==> config.mk <==
export PLATFORM = sky130hd
export DESIGN_NAME = dual_tmr_unit
export DESIGN_NICKNAME = d
export VERILOG_FILES = /design/src/rtl/tmr_pkg.sv /design/src/rtl/tmr_fall_detect.sv /design/src/rtl/tmr_channel.sv /design/src/rtl/dual_tmr_unit.sv
export SDC_FILE = /design/constraint.sdc
export NUM_CORES = 1
export LEC_CHECK = 0
export ABC_AREA = 1
export BUFFER_PORTS_ARGS = -buffer_cell sky130_fd_sc_hd__buf_2
export CORE_MARGIN = 4
export CORE_UTILIZATION = 41
export DETAILED_ROUTE_END_ITERATION = 16
export PLACE_DENSITY = 0.69
export SLEW_MARGIN = 20
export SYNTH_ARGS = -nofsm -noshare
export SYNTH_HDL_FRONTEND = slang
export SYNTH_SLANG_ARGS = --single-unit
==> constraint.sdc <==
create_clock -name clk -period 1.7 [get_ports clk]
set_input_delay 0.255 -clock clk [delete_from_list [all_inputs] [get_ports clk]]
set_output_delay 0.255 -clock clk [all_outputs]
set_load 0.05 [all_outputs]
==> src/rtl/tmr_pkg.sv <==
package tmr_pkg;
  localparam int DW = 8;
  localparam logic [7:0] A_CTRL = 8'h88;
  localparam logic [7:0] A_MODE = 8'h89;
  localparam logic [7:0] A_LO0  = 8'h8A;
  localparam logic [7:0] A_LO1  = 8'h8B;
  localparam logic [7:0] A_HI0  = 8'h8C;
  localparam logic [7:0] A_HI1  = 8'h8D;

  typedef enum logic [1:0] {
    MODE13     = 2'b00,
    MODE16     = 2'b01,
    MODE_RELOAD = 2'b10,
    MODE_SPLIT = 2'b11
  } tmode_e;
endpackage

==> src/rtl/tmr_fall_detect.sv <==
module tmr_fall_detect #(
  parameter int STAGES = 2
) (
  input  logic clk,
  input  logic rst,
  input  logic din,
  output logic fall
);
  logic [STAGES-1:0] sync_q;
  logic              prev_q;

  always_ff @(posedge clk) begin
    if (rst) begin
      sync_q <= '1;
      prev_q <= 1'b1;
    end else begin
      sync_q <= {sync_q[STAGES-2:0], din};
      prev_q <= sync_q[STAGES-1];
    end
  end

  assign fall = prev_q & ~sync_q[STAGES-1];

  // an edge yields a single count event
  assert_single_event_R9: assert property (@(posedge clk) disable iff (rst)
    fall |=> !fall);
endmodule

==> src/rtl/tmr_channel.sv <==
module tmr_channel
  import tmr_pkg::*;
#(
  parameter int W        = DW,
  parameter int LOW_BITS = 5
) (
  input  logic         clk,
  input  logic         rst,
  input  tmode_e       mode,
  input  logic         inc,
  input  logic         inc_hi,
  input  logic         tl_we,
  input  logic         th_we,
  input  logic [W-1:0] wdata,
  output logic [W-1:0] tl_q,
  output logic [W-1:0] th_q,
  output logic         ovf,
  output logic         ovf_hi
);
  localparam int NW = W + LOW_BITS;

  logic [W-1:0] tl_n, th_n;
  logic [NW:0]  s_nar;
  logic [2*W:0] s_wide;

  always_comb begin
    tl_n   = tl_q;
    th_n   = th_q;
    ovf    = 1'b0;
    ovf_hi = 1'b0;
    s_nar  = {1'b0, th_q, tl_q[LOW_BITS-1:0]} + (NW+1)'(1);
    s_wide = {1'b0, th_q, tl_q} + (2*W+1)'(1);
    if (inc) begin
      case (mode)
        MODE13: begin
          tl_n = W'(s_nar[LOW_BITS-1:0]);
          th_n = s_nar[NW-1:LOW_BITS];
          ovf  = s_nar[NW];
        end
        MODE16: begin
          tl_n = s_wide[W-1:0];
          th_n = s_wide[2*W-1:W];
          ovf  = s_wide[2*W];
        end
        MODE_RELOAD: begin
          if (&tl_q) begin
            tl_n = th_q;
            ovf  = 1'b1;
          end else begin
            tl_n = tl_q + 1'b1;
          end
        end
        default: begin
          tl_n = tl_q + 1'b1;
          ovf  = &tl_q;
        end
      endcase
    end
    if (mode == MODE_SPLIT && inc_hi) begin
      th_n   = th_q + 1'b1;
      ovf_hi = &th_q;
    end
    if (tl_we) tl_n = wdata;
    if (th_we) begin
      th_n   = wdata;
      ovf_hi = 1'b0;
    end
    if (tl_we || th_we) ovf = 1'b0;
  end

  always_ff @(posedge clk) begin
    if (rst) begin
      tl_q <= '0;
      th_q <= '0;
    end else begin
      tl_q <= tl_n;
      th_q <= th_n;
    end
  end

  // reload mode never disturbs the high register
  assert_reload_hi_hold_R5: assert property (@(posedge clk) disable iff (rst)
    (mode == MODE_RELOAD && !th_we) |=> $stable(th_q));
  // counting in 13-bit mode leaves low bits 7:5 at zero
  assert_nar_top_zero_R3: assert property (@(posedge clk) disable iff (rst)
    (mode == MODE13 && inc && !tl_we) |=> (tl_q[W-1:LOW_BITS] == '0));
endmodule

==> src/rtl/dual_tmr_unit.sv <==
module dual_tmr_unit
  import tmr_pkg::*;
#(
  parameter int SYNC_STAGES = 2,
  parameter int NCH         = 2
) (
  input  logic       clk,
  input  logic       rst,
  input  logic [7:0] sfr_addr,
  input  logic       sfr_wr,
  input  logic [7:0] sfr_wdata,
  input  logic       sfr_rd,
  output logic [7:0] sfr_rdata,
  output logic       sfr_rvalid,
  input  logic       tick,
  input  logic [1:0] ext_in,
  input  logic [1:0] irq_ack,
  output logic [1:0] tf_out,
  output logic       mode_illegal
);
  logic [7:0]     tmod_q;
  logic [NCH-1:0] tr_q, tf_q, tf_set, fall, inc, tl_we, th_we, ovf, ovf_hi;
  logic [DW-1:0]  tl_q [NCH];
  logic [DW-1:0]  th_q [NCH];
  tmode_e         mode [NCH];
  logic           ctrl_we;

  assign ctrl_we  = sfr_wr && sfr_addr == A_CTRL;
  assign tl_we[0] = sfr_wr && sfr_addr == A_LO0;
  assign tl_we[1] = sfr_wr && sfr_addr == A_LO1;
  assign th_we[0] = sfr_wr && sfr_addr == A_HI0;
  assign th_we[1] = sfr_wr && sfr_addr == A_HI1;

  for (genvar i = 0; i < NCH; i++) begin : g_ch
    logic gate, src_ext, evt;
    assign mode[i]  = tmode_e'(tmod_q[4*i +: 2]);
    assign gate     = tmod_q[4*i + 3];
    assign src_ext  = tmod_q[4*i + 2];
    assign evt      = (gate | src_ext) ? fall[i] : tick;
    if (i == 1) begin : g_halt
      assign inc[i] = tr_q[i] & evt & (mode[i] != MODE_SPLIT);
    end else begin : g_run
      assign inc[i] = tr_q[i] & evt;
    end

    tmr_fall_detect #(.STAGES(SYNC_STAGES)) u_fd (
      .clk(clk), .rst(rst), .din(ext_in[i]), .fall(fall[i]));

    tmr_channel #(.W(DW), .LOW_BITS(5)) u_ch (
      .clk(clk), .rst(rst), .mode(mode[i]), .inc(inc[i]),
      .inc_hi((i == 0) ? (tr_q[1] & tick) : 1'b0),
      .tl_we(tl_we[i]), .th_we(th_we[i]), .wdata(sfr_wdata),
      .tl_q(tl_q[i]), .th_q(th_q[i]), .ovf(ovf[i]), .ovf_hi(ovf_hi[i]));
  end

  assign tf_set[0] = ovf[0];
  assign tf_set[1] = (mode[0] == MODE_SPLIT) ? ovf_hi[0] : (ovf[1] | ovf_hi[1]);

  always_ff @(posedge clk) begin
    if (rst) begin
      tmod_q       <= '0;
      tr_q         <= '0;
      tf_q         <= '0;
      mode_illegal <= 1'b0;
    end else begin
      if (sfr_wr && sfr_addr == A_MODE) tmod_q <= sfr_wdata;
      if (ctrl_we) begin
        tr_q <= {sfr_wdata[6], sfr_wdata[4]};
        tf_q <= {sfr_wdata[7], sfr_wdata[5]};
      end else begin
        tf_q <= tf_set | (tf_q & ~irq_ack);
      end
      mode_illegal <= (mode[0] == MODE_RELOAD) &&
                      (mode[1] == MODE13 || mode[1] == MODE16);
    end
  end

  assign tf_out = tf_q;

  always_ff @(posedge clk) begin
    if (rst) begin
      sfr_rdata  <= '0;
      sfr_rvalid <= 1'b0;
    end else begin
      sfr_rvalid <= sfr_rd;
      if (sfr_rd) begin
        case (sfr_addr)
          A_CTRL:  sfr_rdata <= {tf_q[1], tr_q[1], tf_q[0], tr_q[0], 4'b0};
          A_MODE:  sfr_rdata <= tmod_q;
          A_LO0:   sfr_rdata <= (mode[0] == MODE13) ? {3'b0, tl_q[0][4:0]} : tl_q[0];
          A_LO1:   sfr_rdata <= (mode[1] == MODE13) ? {3'b0, tl_q[1][4:0]} : tl_q[1];
          A_HI0:   sfr_rdata <= th_q[0];
          A_HI1:   sfr_rdata <= th_q[1];
          default: sfr_rdata <= '0;
        endcase
      end
    end
  end

  // channel 1 in mode 11 keeps its count
  assert_ch1_frozen_R6: assert property (@(posedge clk) disable iff (rst)
    (mode[1] == MODE_SPLIT && !tl_we[1] && !th_we[1])
      |=> ($stable(tl_q[1]) && $stable(th_q[1])));
  // a stopped channel 0 outside split mode does not move
  assert_stopped_hold_R8: assert property (@(posedge clk) disable iff (rst)
    (!tr_q[0] && mode[0] != MODE_SPLIT && !tl_we[0] && !th_we[0])
      |=> ($stable(tl_q[0]) && $stable(th_q[0])));
  // an overflow is never lost to an acknowledge
  assert_tf_set_R10: assert property (@(posedge clk) disable iff (rst)
    (tf_set[0] && !ctrl_we) |=> tf_q[0]);
  // read data valid follows a request by one cycle
  assert_rvalid_R1: assert property (@(posedge clk) disable iff (rst)
    sfr_rd |=> sfr_rvalid);
endmodule

Word-level counts from Yosys, hierarchy flattened. Cells that the tools add are included.

Register bits: 60. Output and inout bits: 12. Word-level logic and storage cells: 102.

$add $sub $neg: 7. Equality and inequality tests: 12. Muxes and demuxes: 32. Bitwise logic cells: 13. Reduce and logical (&&, ||, !) cells: 24.

Operator list (number): $mux W8 (13); $eq A8 B8 Y1 const B (6); $pmux W8 S3 (2); $pmux W8 S6 (1); $add A16 B1 Y17 const B (2); $pmux W8 S2 (2); $add A13 B1 Y14 const B (2); $add A8 B1 Y8 const B (3); $reduce_and A8 Y1 (3); $mux W1 (11); $logic_and A1 B1 Y1 (8); $and A1 B1 Y1 (6); $eq A2 B2 Y1 const B (3); $pmux W1 S3 (2); $reduce_bool A2 Y1 (3); $reduce_bool A3 Y1 (2); $eq A2 B1 Y1 const B (2); $logic_not A2 Y1 (2); $reduce_and A2 Y1 (2); $reduce_bool A4 Y1 (1); $logic_or A1 B1 Y1 (3); $and A2 B2 Y2 (1); $mux W2 (1); $ne A2 B2 Y1 const B (1); 4 further kinds (6).

Depth between registers and ports, before layout. Gate-level depths: netlist (run 1).

Depth in word-level cells: 10. Mapped depth: 12. Depth with buffers taken out: 11.

Cells and area by module. Synthesis (run 1) repeated with hierarchy kept, for this count alone.

Cell total of the unflattened synthesis: 657. Area, all modules: 4265.3 sq um.

Modules (own cells, without submodules): tmr_channel (instances 2, cells each 206, area each 1292.5 sq um); dual_tmr_unit (instances 1, cells each 221, area each 1492.7 sq um); tmr_fall_detect (instances 2, cells each 12, area each 93.8 sq um).

Least setup slack after synthesis (run 1). OpenSTA, ideal clock, no wires.

Path type: register -> register. From: reg g_ch[1].u_ch.tl_q[0]. To: reg g_ch[1].u_ch.tl_q[1]. Setup time: 0.129 ns. Arrival: 1.411 ns. Data required time: 1.571 ns. Slack: 0.161 ns. Stages on the path, launching flop included: 11. Buffers on the path: 0. Period minus slack after synthesis: 1.539 ns. Path through: dfxtp_1 > ha_1 > inv_1 > nor2_4 > nand3_2 > inv_1 > nand2_1 > o21ai_0 > nor2_1 > nor2_1 > nor2_1.

Word-level cells in the longest chain between the ends: 5. Elaborated cells between the ends (all ways): 8.

Ends and longest elaborated chain: start: declaration (line tmr_channel.sv:15) `output logic [W-1:0] tl_q,`; start signal: assignment (line tmr_channel.sv:76) `tl_q <= tl_n;`; $add A8 B1 Y8 / $reduce_and A8 Y1 (equally long branches) (line tmr_channel.sv:50, tmr_channel.sv:54, tmr_channel.sv:46); $mux W8 (line tmr_channel.sv:46) `if (&tl_q) begin`; $pmux W8 S3 * (line tmr_channel.sv:34) `case (mode)`; $mux W8 * (line tmr_channel.sv:33) `if (inc) begin`; $mux W8 * (line tmr_channel.sv:63) `if (tl_we) tl_n = wdata;`.

Every way passes the cells marked *; elsewhere a longest branch is shown, timed or not. The select of a mux whose other input is x is not followed. A chain may end at the register's enable or synchronous reset.

Final worst setup path (run 1).
From: reg g_ch[0].u_ch.tl_q[0]. To: reg g_ch[0].u_ch.th_q[5].

Word-level cells in the longest chain between the ends: 5. Elaborated cells between the ends (all ways): 6.

Ends and longest elaborated chain: start: declaration (line tmr_channel.sv:15); start signal: assignment (line tmr_channel.sv:76); $add A16 B1 Y17 / $add A13 B1 Y14 (equally long branches) (line tmr_channel.sv:32, tmr_channel.sv:31); $pmux W8 S2 * (line tmr_channel.sv:34); $mux W8 * (line tmr_channel.sv:33); $mux W8 * (line tmr_channel.sv:59) `if (mode == MODE_SPLIT && inc_hi) begin`; $mux W8 * (line tmr_channel.sv:64) `if (th_we) begin`; end signal: assignment (line tmr_channel.sv:77) `th_q <= th_n;`; end: declaration (line tmr_channel.sv:16) `output logic [W-1:0] th_q,`.

Marked as above.

==> flow_summary_export.csv, run 1 <==
group,metric,value,unit
sta,relSlewSlack,0.7411,
placement,dp_hpwl,12.14,mm
drt,wl_per_cell,17.12,µm
die,num_rows,36,
global_routing,track_usage,0.2728,
worst_setup_path,max_stage_delay,0.34,ns
worst_setup_path,crit_type,"register to register",
worst_setup_path,cp_num_cells,9,
clock_network,cts-resized-gates,0,
worst_setup_path,crit_path_start_kind,"register",
clock_network,clk_path_buf_depth,2,
drt,ant_nets,0,
synth,ys_seq_area_frac,0.2857,
global_routing,grt_overflow,0,
drt,via_count,4942,
run,maxCapViolCount,0,
worst_setup_path,crit_buf_inv,0,
worst_setup_path,r2r.worst_path.cells,9,
drt,drt_pass1_iterations,5,
power,combinationalPowerShare,0.069,
sta,setup_slack,0.08799,ns
clock_network,postCtsHoldBufs,0,
die,die-area,11940,µm²
power,p_clk_frac,0.476,
synth,synth-edff-count,0,
layout,layout.nets,799,
placement,io_buffer_count,36,
drt,wirelength,15.56,mm
clock_network,h-tree-depth,3,
drt,drc_errors,0,
die,fp.dieW,109.3,µm
clock_network,clk_pin_slew,0.08,ns
sta,fin_skew,0.008172,ns
worst_setup_path,worstPathMaxFanout,6,
synth,synth_cells,692,
sta,max_freq,0.6203,GHz
sta,setup_viol,0,
drt,routed_via_density,5.437,
power,sw_frac_of_total,0.2613,
worst_hold_path,hold_path_class,"input port to register",
worst_setup_path,reg2reg_setup_slack,0.09,ns
layout,final_cell_area,5092,µm²
worst_hold_path,worstHoldStart,"ext_in[1]",
worst_setup_path,cp.required,1.98,ns
layout,area_delta_synth_final,21.13,%
die,num_io_pins,37,
power,p_leak,2.117,nW
die,coreArea,9864,µm²
sta,hold_viol_final,0,
power,powerDensity,614.6,nW/µm²
die,initial_core_util,0.4262,
global_routing,grt_max_degree,28,
worst_setup_path,reg2reg_from,"g_ch[0].u_ch.tl_q[0]",
worst_setup_path,worstPathArrival,1.89,ns
placement,placed_cell_area,4831,µm²
placement,dp.cells,893,
synth,ys_types,37,
synth,syn-mean-instance-area,6.075,µm²
layout,diodes,0,
layout,final_cells,909,
global_routing,grt_pass1_wl,24.76,mm
power,seqPwrFrac,0.455,
placement,gp_congestion,1.040,
global_routing,grt_pass1_vias,4721,
synth,ys.flop_type,"dfxtp_1",
sta,slew_viol_final,0,
synth,synthesis.area,4204,µm²
power,intPower,2.312,mW
sta,finalCritPeriodShare,0.9482,
drt,drt_iter0_markers,479,
synth,synth_seq_cells,60,
clock_network,cts_tree,"yes",
sta,period_minus_slack,1.612,ns
layout,drive_above_1_share,0.2036,
clock_network,cts.sinks,60,
sta,rsz0062_at_grt,"true",
global_routing,antenna_found_initial,0,
sta,worst_pin_slew,0.3878,ns
die,chipHeight,109.3,µm
worst_setup_path,critical-path-top-delay-family,"simple AND/OR/NAND/NOR gates",
power,finalPower,3.130,mW
placement,dp_slack,0.03812,ns
clock_network,insertion_delay,0.35,ns
worst_setup_path,r2r-end,"g_ch[0].u_ch.th_q[5]",
sta,hold_ws,0.08468,ns
clock_network,cts_setup_buffers,0,
power,power.switching,0.8177,mW
outcome,status,"completed",
worst_setup_path,crit_start,"g_ch[0].u_ch.tl_q[0]",
worst_setup_path,cp-end-kind,"register",
synth,synthArstFlopShare,0,
synth,synth_warnings,0,
layout,fillers,1036,
power,peakVddDrop,0.0003533,V
worst_setup_path,cp_slowest_cell,"dfxtp_1",
worst_setup_path,cp-endpoint,"g_ch[0].u_ch.th_q[5]",
clock_network,clockRootBuffer,"clkbuf_8",
clock_network,cts_buffers,9,
worst_setup_path,crit_path_cell_trace,"ha_2 -> nand2_1 -> nor2_2 -> nand3_2 -> nand3_2 -> nand3_1 -> nand2_1 -> nand3_1 -> a21oi_1",
synth,synth_nets,720,
==> per-stage QoR <==
step / util / TNS (ns)
2_1_floorplan: - / 0
3_3_place_gp: 0.4897 / 0
3_5_place_dp: 0.4897 / 0
4_1_cts: 0.5123 / 0
5_1_grt: 0.5162 / -0.09062
6_report: 0.5162 / 0
==> state kept, by name, indices dropped and copies added (netlist names) <==
register	cells
mode_illegal	1
tf_out	2
g_ch.u_ch.th_q	16
tr_q	2
g_ch.u_fd.sync_q	4
g_ch.u_fd.prev_q	2
tmod_q	8
sfr_rvalid	1
sfr_rdata	8
g_ch.u_ch.tl_q	16
==> layer usage <==
metal / global-route usage / vias up / share of wire
li1: - / 2410 / -
met1: 0.3533 / 2262 / 0.42
met2: 0.4526 / 224 / 0.47
met3: 0.04559 / 46 / 0.074
met4: 0.1060 / 0 / 0.036
met5: 0 / - / 0
==> Yosys cell counts, types with 11 or more instances <==
library cell | count | area (µm²)
nand4_1 | 19 | 118.9
nand3_1 | 57 | 285.3
o21ai_1 | 19 | 95.09
nand2_1 | 167 | 626.9
a21oi_1 | 53 | 265.3
inv_1 | 87 | 326.6
inv_2 | 11 | 41.29
nor2_1 | 82 | 307.8
dfxtp_1 | 60 | 1201
o21ai_0 | 47 | 235.2
==> power groups by stage <==
| stage | clock (mW) | sequential, mW | combinational [mW] |
|---|---|---|---|
| floorplan | 0 | 1.48 | 0.0954 |
| global placement | 0 | 1.46 | 0.210 |
| detailed placement | 0 | 1.46 | 0.211 |
| CTS | 1.51 | 1.42 | 0.212 |
| global route | 1.58 | 1.42 | 0.234 |
| finish | 1.49 | 1.42 | 0.215 |
==> how the worst min path moves through the flow <==
stage                             end  slack, ns  cells past startpoint
2_1_floorplan  g_ch[0].u_fd.sync_q[0]       0.36                      1
3_3_place_gp   g_ch[0].u_fd.sync_q[1]       0.39                      1
3_5_place_dp   g_ch[0].u_fd.sync_q[1]       0.39                      1
4_1_cts        g_ch[0].u_fd.sync_q[0]       0.08                      2
5_1_grt        g_ch[0].u_fd.sync_q[0]       0.08                      2
6_report       g_ch[1].u_fd.sync_q[0]       0.08                      2
==> placed cells by master (no fill, tap or decap), types with 3 or more instances in the layout <==
cell / synthesis / final
nand2_1: 167 / 166
inv_1: 87 / 87
nor2_1: 82 / 79
nand3_1: 57 / 55
dfxtp_1: 60 / 54
a21oi_1: 53 / 52
buf_4: 2 / 48
o21ai_0: 47 / 45
buf_2: 5 / 36
o21ai_1: 19 / 21
nand4_1: 19 / 19
inv_2: 11 / 11
nor2_2: 8 / 10
clkbuf_8: 0 / 9
xnor2_1: 8 / 8
o22ai_1: 8 / 8
xor2_1: 8 / 8
nand3_2: 5 / 7
nand2_2: 5 / 6
dfxtp_2: 0 / 6
nor2_4: 4 / 5
nor3_1: 4 / 4
or2_2: 4 / 4
o211ai_1: 3 / 3
==> cells by family after synthesis <==
family | count (synthesis) | synth area share
flip-flops | 60 | 0.2857
XOR/XNOR | 16 | 0.03333
adder cells (fa/ha/maj) | 3 | 0.008930
buffers and inverters | 115 | 0.1113
AND/OR/NAND/NOR | 361 | 0.3875
AO/OA/AOI/OAI | 137 | 0.1732
==> layout make-up <==
class	count	area, µm²	area share
multi-input combinational	517	2566	0.5039
sequential	60	1209	0.2373
timing repair buffer	85	560.5	0.1101
inverter	98	367.9	0.07224
tap	133	166.4	0.03268
clock buffer	9	123.9	0.02432
clock inverter	7	98.84	0.01941
(Power assumes the default switching activity.)
==> inputs of run 2 (changes only) <==
- CORE_UTILIZATION: 41 -> 52
- PLACE_DENSITY: 0.69 -> 0.82
==> flow_summary_export.csv, run 2 (synthesis gave the netlist of run 1 again) <==
group,metric,value,unit
drt,routed_via_density,5.826,
layout,layout_common_cells,"167 x nand2_1, 84 x inv_1, 79 x nor2_1",
clock_network,clk_path_buf_depth,2,
die,num_rows,32,
worst_hold_path,hold_path_class,"input port to register",
worst_setup_path,cp-end-kind,"register",
clock_network,h-tree-depth,3,
clock_network,cts_tree,"yes",
worst_setup_path,cp_slowest_cell,"dfxtp_1",
sta,worst_pin_slew,0.4242,ns
clock_network,clk_pin_slew,0.08,ns
clock_network,insertion_delay,0.35,ns
worst_setup_path,worstPathMaxFanout,4,
worst_setup_path,worstPathArrival,1.86,ns
layout,fillers,721,
worst_setup_path,cp_common_cell,"nand2_1",
power,peakVddDrop,0.0003845,V
outcome,status,"completed",
global_routing,grt_pass1_vias,4693,
clock_network,cts.sinks,60,
worst_setup_path,crit_type,"register to register",
clock_network,clockRootBuffer,"clkbuf_8",
layout,diodes,0,
layout,drive_above_1_share,0.1966,
run,maxCapViolCount,0,
layout,layout.nets,796,
worst_setup_path,max_stage_delay,0.43,ns
die,chipHeight,97.92,µm
drt,drc_errors,0,
drt,wl_per_cell,16.91,µm
sta,setup_viol,0,
sta,finalCritPeriodShare,0.9574,
placement,io_buffer_count,36,
drt,wirelength,14.79,mm
placement,dp.cells,859,
worst_setup_path,cp.required,1.93,ns
placement,dp_hpwl,11.40,mm
die,coreArea,7807,µm²
drt,via_count,5098,
worst_setup_path,crit_path_start_kind,"register",
die,die-area,9587,µm²
layout,final_cells,875,
sta,rsz0062_at_grt,"true",
sta,max_freq,0.6144,GHz
sta,slew_viol_final,0,
sta,fin_skew,0.01164,ns
die,num_io_pins,37,
sta,setup_slack,0.07242,ns
sta,hold_viol_final,0,
sta,relSlewSlack,0.7172,
global_routing,track_usage,0.3011,
drt,drt_iter0_markers,491,
worst_setup_path,crit_path_cell_trace,"nand2_1 -> nor2_1 -> nand2_1 -> nand2_1 -> nand3_1 -> o21ai_0 -> inv_1 -> nand2_1 -> a21oi_1",
placement,gp_congestion,1.122,
global_routing,grt_pass1_wl,23.32,mm
power,p_leak,2.109,nW
clock_network,postCtsHoldBufs,0,
die,fp.dieW,97.92,µm
global_routing,grt_overflow,0,
power,powerDensity,617.6,nW/µm²
die,initial_core_util,0.5385,
global_routing,antenna_found_initial,0,
layout,final_common_cell,"nand2_1",
layout,area_delta_synth_final,20.51,%
global_routing,grt_max_degree,39,
layout,top_regs,"g_ch.u_ch.th_q (16), g_ch.u_ch.tl_q (16)",
drt,drt_pass1_iterations,8,
clock_network,cts_buffers,9,
drt,ant_nets,0,
placement,dp_slack,0.06076,ns
sta,period_minus_slack,1.628,ns
run 2: cell count changes in the layout (fill, tap and decap cells not counted), moves of 3 or more:
cell / delta
dfxtp_2: -6
nand3_4: +3
dfxtp_1: +6
inv_1: -3
buf_4: -3
inv_2: +3
run 2: worst paths after layout:
check	from	end	slack, ns	depth (start not counted)
worst max-delay path	g_ch[1].u_ch.tl_q[5]	g_ch[1].u_ch.th_q[2]	0.07	9
worst min-delay path	ext_in[1]	g_ch[1].u_fd.sync_q[0]	0.09	2
worst max register to register	g_ch[1].u_ch.tl_q[5]	g_ch[1].u_ch.th_q[2]	0.07	9
worst min register to register	g_ch[0].u_fd.sync_q[0]	g_ch[0].u_fd.sync_q[1]	0.42	1
run 2: power by group:
group	switching (mW)	internal, mW	total (mW)
clock	0.633	0.862	1.50
sequential	0.00621	1.42	1.42
combinational	0.150	0.0589	0.209
total	0.790	2.34	3.13
run 2: repair_timing:
item,CTS,global route
buffers inserted,0,0
setup endpoints to repair,0,18
resized for setup,0,17
run 2: layout make-up:
cell class                      count  area (µm²)  share of cell area
Timing Repair Buffer               82       538.0              0.1062
Tap cell                          102       127.6             0.02519
Sequential cell                    60        1201              0.2371
Clock buffer                       10       137.6             0.02717
Multi-Input combinational cell    517        2606              0.5144
Inverter                           98       367.9             0.07261
Clock inverter                      6       87.58             0.01729
run 2: metal layers:
metal / vias to the layer above / share of wire / global-route usage
li1: 2405 / - / -
met1: 2293 / 0.39 / 0.3788
met2: 345 / 0.46 / 0.4927
met3: 55 / 0.11 / 0.07214
met4: 0 / 0.037 / 0.1257
met5: - / 0 / 0
run 2: through the flow:
stage          TNS (ns)  cell area (µm²)  hold slack (ns)    util  total power, mW
3_3_place_gp          0             4770           0.3929  0.6109            1.656
5_1_grt         -0.1381             5066          0.08944  0.6489            3.213
2_1_floorplan         0             4204           0.3588       -            1.572
3_5_place_dp          0             4770           0.4029  0.6109            1.660
4_1_cts               0             4995          0.08676  0.6397            3.123
6_report              0             5066          0.09460  0.6489            3.129
run 2: worst max-delay path: cells and delay by family, from the launching register on:
kind            cells  cell delay, ns
compound gates      2            0.22
flops               1            0.43
buf+inv             1            0.06
simple gates        6            0.79
==> inputs of run 3 (changes only) <==
- CORE_UTILIZATION: 52 -> 50
- PLACE_DENSITY: 0.82 -> 0.8
==> flow_summary_export.csv, run 3 (synthesis gave the netlist of run 1 again) <==
group,metric,value,unit
placement,dp_slack,0.06305,ns
layout,top_regs,"g_ch.u_ch.th_q (16), g_ch.u_ch.tl_q (16)",
drt,routed_via_density,5.799,
sta,relSlewSlack,0.5435,
worst_setup_path,cp.required,1.93,ns
sta,setup_viol,0,
placement,dp_hpwl,11.39,mm
outcome,status,"completed",
die,num_io_pins,37,
die,chipHeight,99.70,µm
power,p_leak,2.095,nW
placement,io_buffer_count,36,
run,maxCapViolCount,0,
layout,fillers,796,
global_routing,antenna_found_initial,0,
global_routing,grt_pass1_vias,4586,
layout,post-route-util,0.6118,
clock_network,cts_buffers,9,
placement,placed_cell_area,4736,µm²
clock_network,clk_pin_slew,0.07,ns
clock_network,h-tree-depth,3,
layout,diodes,0,
sta,hold_viol_final,0,
die,initial_core_util,0.5116,
layout,final_cells,875,
die,fp.dieW,99.70,µm
worst_setup_path,critical-path-top-delay-family,"simple AND/OR/NAND/NOR gates",
sta,hold_ws,0.09301,ns
drt,wirelength,14.87,mm
global_routing,track_usage,0.3007,
sta,max_freq,0.6022,GHz
worst_setup_path,cp_common_cell,"nand2_1",
clock_network,clk_path_buf_depth,2,
power,seqPwrFrac,0.478,
layout,final_common_cell,"nand2_1",
worst_setup_path,max_stage_delay,0.41,ns
clock_network,cts.sinks,60,
drt,drt_pass1_iterations,7,
global_routing,grt_pass1_wl,23.38,mm
drt,drc_errors,0,
drt,ant_nets,0,
worst_setup_path,worstPathArrival,1.89,ns
power,sw_frac_of_total,0.2643,
worst_setup_path,crit_path_start_kind,"register",
layout,drive_above_1_share,0.2052,
worst_setup_path,crit_buf_inv,0,
layout,layout.nets,793,
sta,setup_slack,0.03944,ns
layout,layout_common_cells,"165 x nand2_1, 84 x inv_1, 80 x nor2_1",
power,peakVddDrop,0.0004199,V
drt,via_count,5074,
sta,worst_pin_slew,0.6840,ns
power,power.switching,0.7871,mW
power,p_clk_frac,0.451,
power,powerDensity,592.3,nW/µm²
drt,wl_per_cell,16.99,µm
sta,fin_skew,0.008762,ns
die,die-area,9939,µm²
drt,drt_iter0_markers,520,
placement,gp_congestion,1.054,
global_routing,grt_overflow,0,
worst_setup_path,crit_type,"register to register",
placement,dp.cells,857,
power,intPower,2.191,mW
worst_setup_path,cp-end-kind,"register",
sta,fin_setup_tns,0,ns
sta,rsz0062_at_grt,"true",
worst_setup_path,worstPathMaxFanout,4,
clock_network,clockRootBuffer,"clkbuf_8",
worst_setup_path,crit_path_cell_trace,"nand2_1 -> nor2_1 -> nand2_1 -> nand2_1 -> nand2_1 -> nand2_1 -> o21ai_0 -> a21oi_1 -> nor2_1",
die,num_rows,33,
worst_hold_path,hold_path_class,"input port to register",
layout,final_cell_area,5027,µm²
layout,area_delta_synth_final,19.58,%
power,combinationalPowerShare,0.071,
sta,slew_viol_final,0,
sta,finalCritPeriodShare,0.9768,
die,coreArea,8217,µm²
sta,period_minus_slack,1.661,ns
clock_network,insertion_delay,0.35,ns
clock_network,cts_tree,"yes",
worst_setup_path,cp_slowest_cell,"dfxtp_1",
global_routing,grt_max_degree,39,
power,finalPower,2.978,mW
-- run 3: final cells by class --
type                    instances  area (µm²)  area share
clock buffers                  10       137.6     0.02738
inverters                      98       367.9     0.07317
multi-input cells             517        2599      0.5169
well taps                     105       131.4     0.02613
repair buffers                 79       515.5      0.1025
flip-flops and latches         60        1212      0.2412
clock inverters                 6       63.81     0.01269
-- run 3: what timing repair did --
action / 4_1_cts / 5_1_grt
hold buffers: 0 / 0
endpoints found under the hold margin: 0 / 0
gates resized for setup: 0 / 26
endpoints found under the setup margin: 0 / 27
setup buffers: 0 / 2
-- run 3: worst register-to-register path, stage by stage (launching register included) --
cell	delay (ns)
dfxtp_1	0.41
nand2_1	0.09
nor2_1	0.31
nand2_1	0.12
nand2_1	0.13
nand2_1	0.11
nand2_1	0.10
o21ai_0	0.09
a21oi_1	0.14
nor2_1	0.05
-- run 3: path summary, 6_finish.rpt --
kind / start / endpoint / slack (ns) / depth (start not counted)
worst max-delay path: g_ch[0].u_ch.tl_q[6] / g_ch[0].u_ch.tl_q[6] / 0.04 / 9
worst min-delay path: ext_in[0] / g_ch[0].u_fd.sync_q[0] / 0.09 / 2
worst max register to register: g_ch[0].u_ch.tl_q[6] / g_ch[0].u_ch.tl_q[6] / 0.04 / 9
worst min register to register: g_ch[1].u_fd.sync_q[1] / g_ch[1].u_fd.prev_q / 0.41 / 2
-- run 3: metal layers --
| metal | GRT usage | vias to the layer above | routed length (µm) |
|---|---|---|---|
| met5 | 0 | - | 0 |
| met4 | 0.1481 | 0 | 787 |
| met3 | 0.05470 | 73 | 1455 |
| met2 | 0.4874 | 309 | 6910 |
| met1 | 0.3830 | 2282 | 5716 |
| li1 | - | 2410 | - |
-- run 3: power groups by stage --
stage               Clock, mW  Combinational [mW]  Sequential (mW)
finish                   1.34               0.212             1.42
global route             1.42               0.225             1.42
CTS                      1.36               0.205             1.42
detailed placement          0               0.205             1.46
global placement            0               0.201             1.46
floorplan                   0              0.0954             1.48
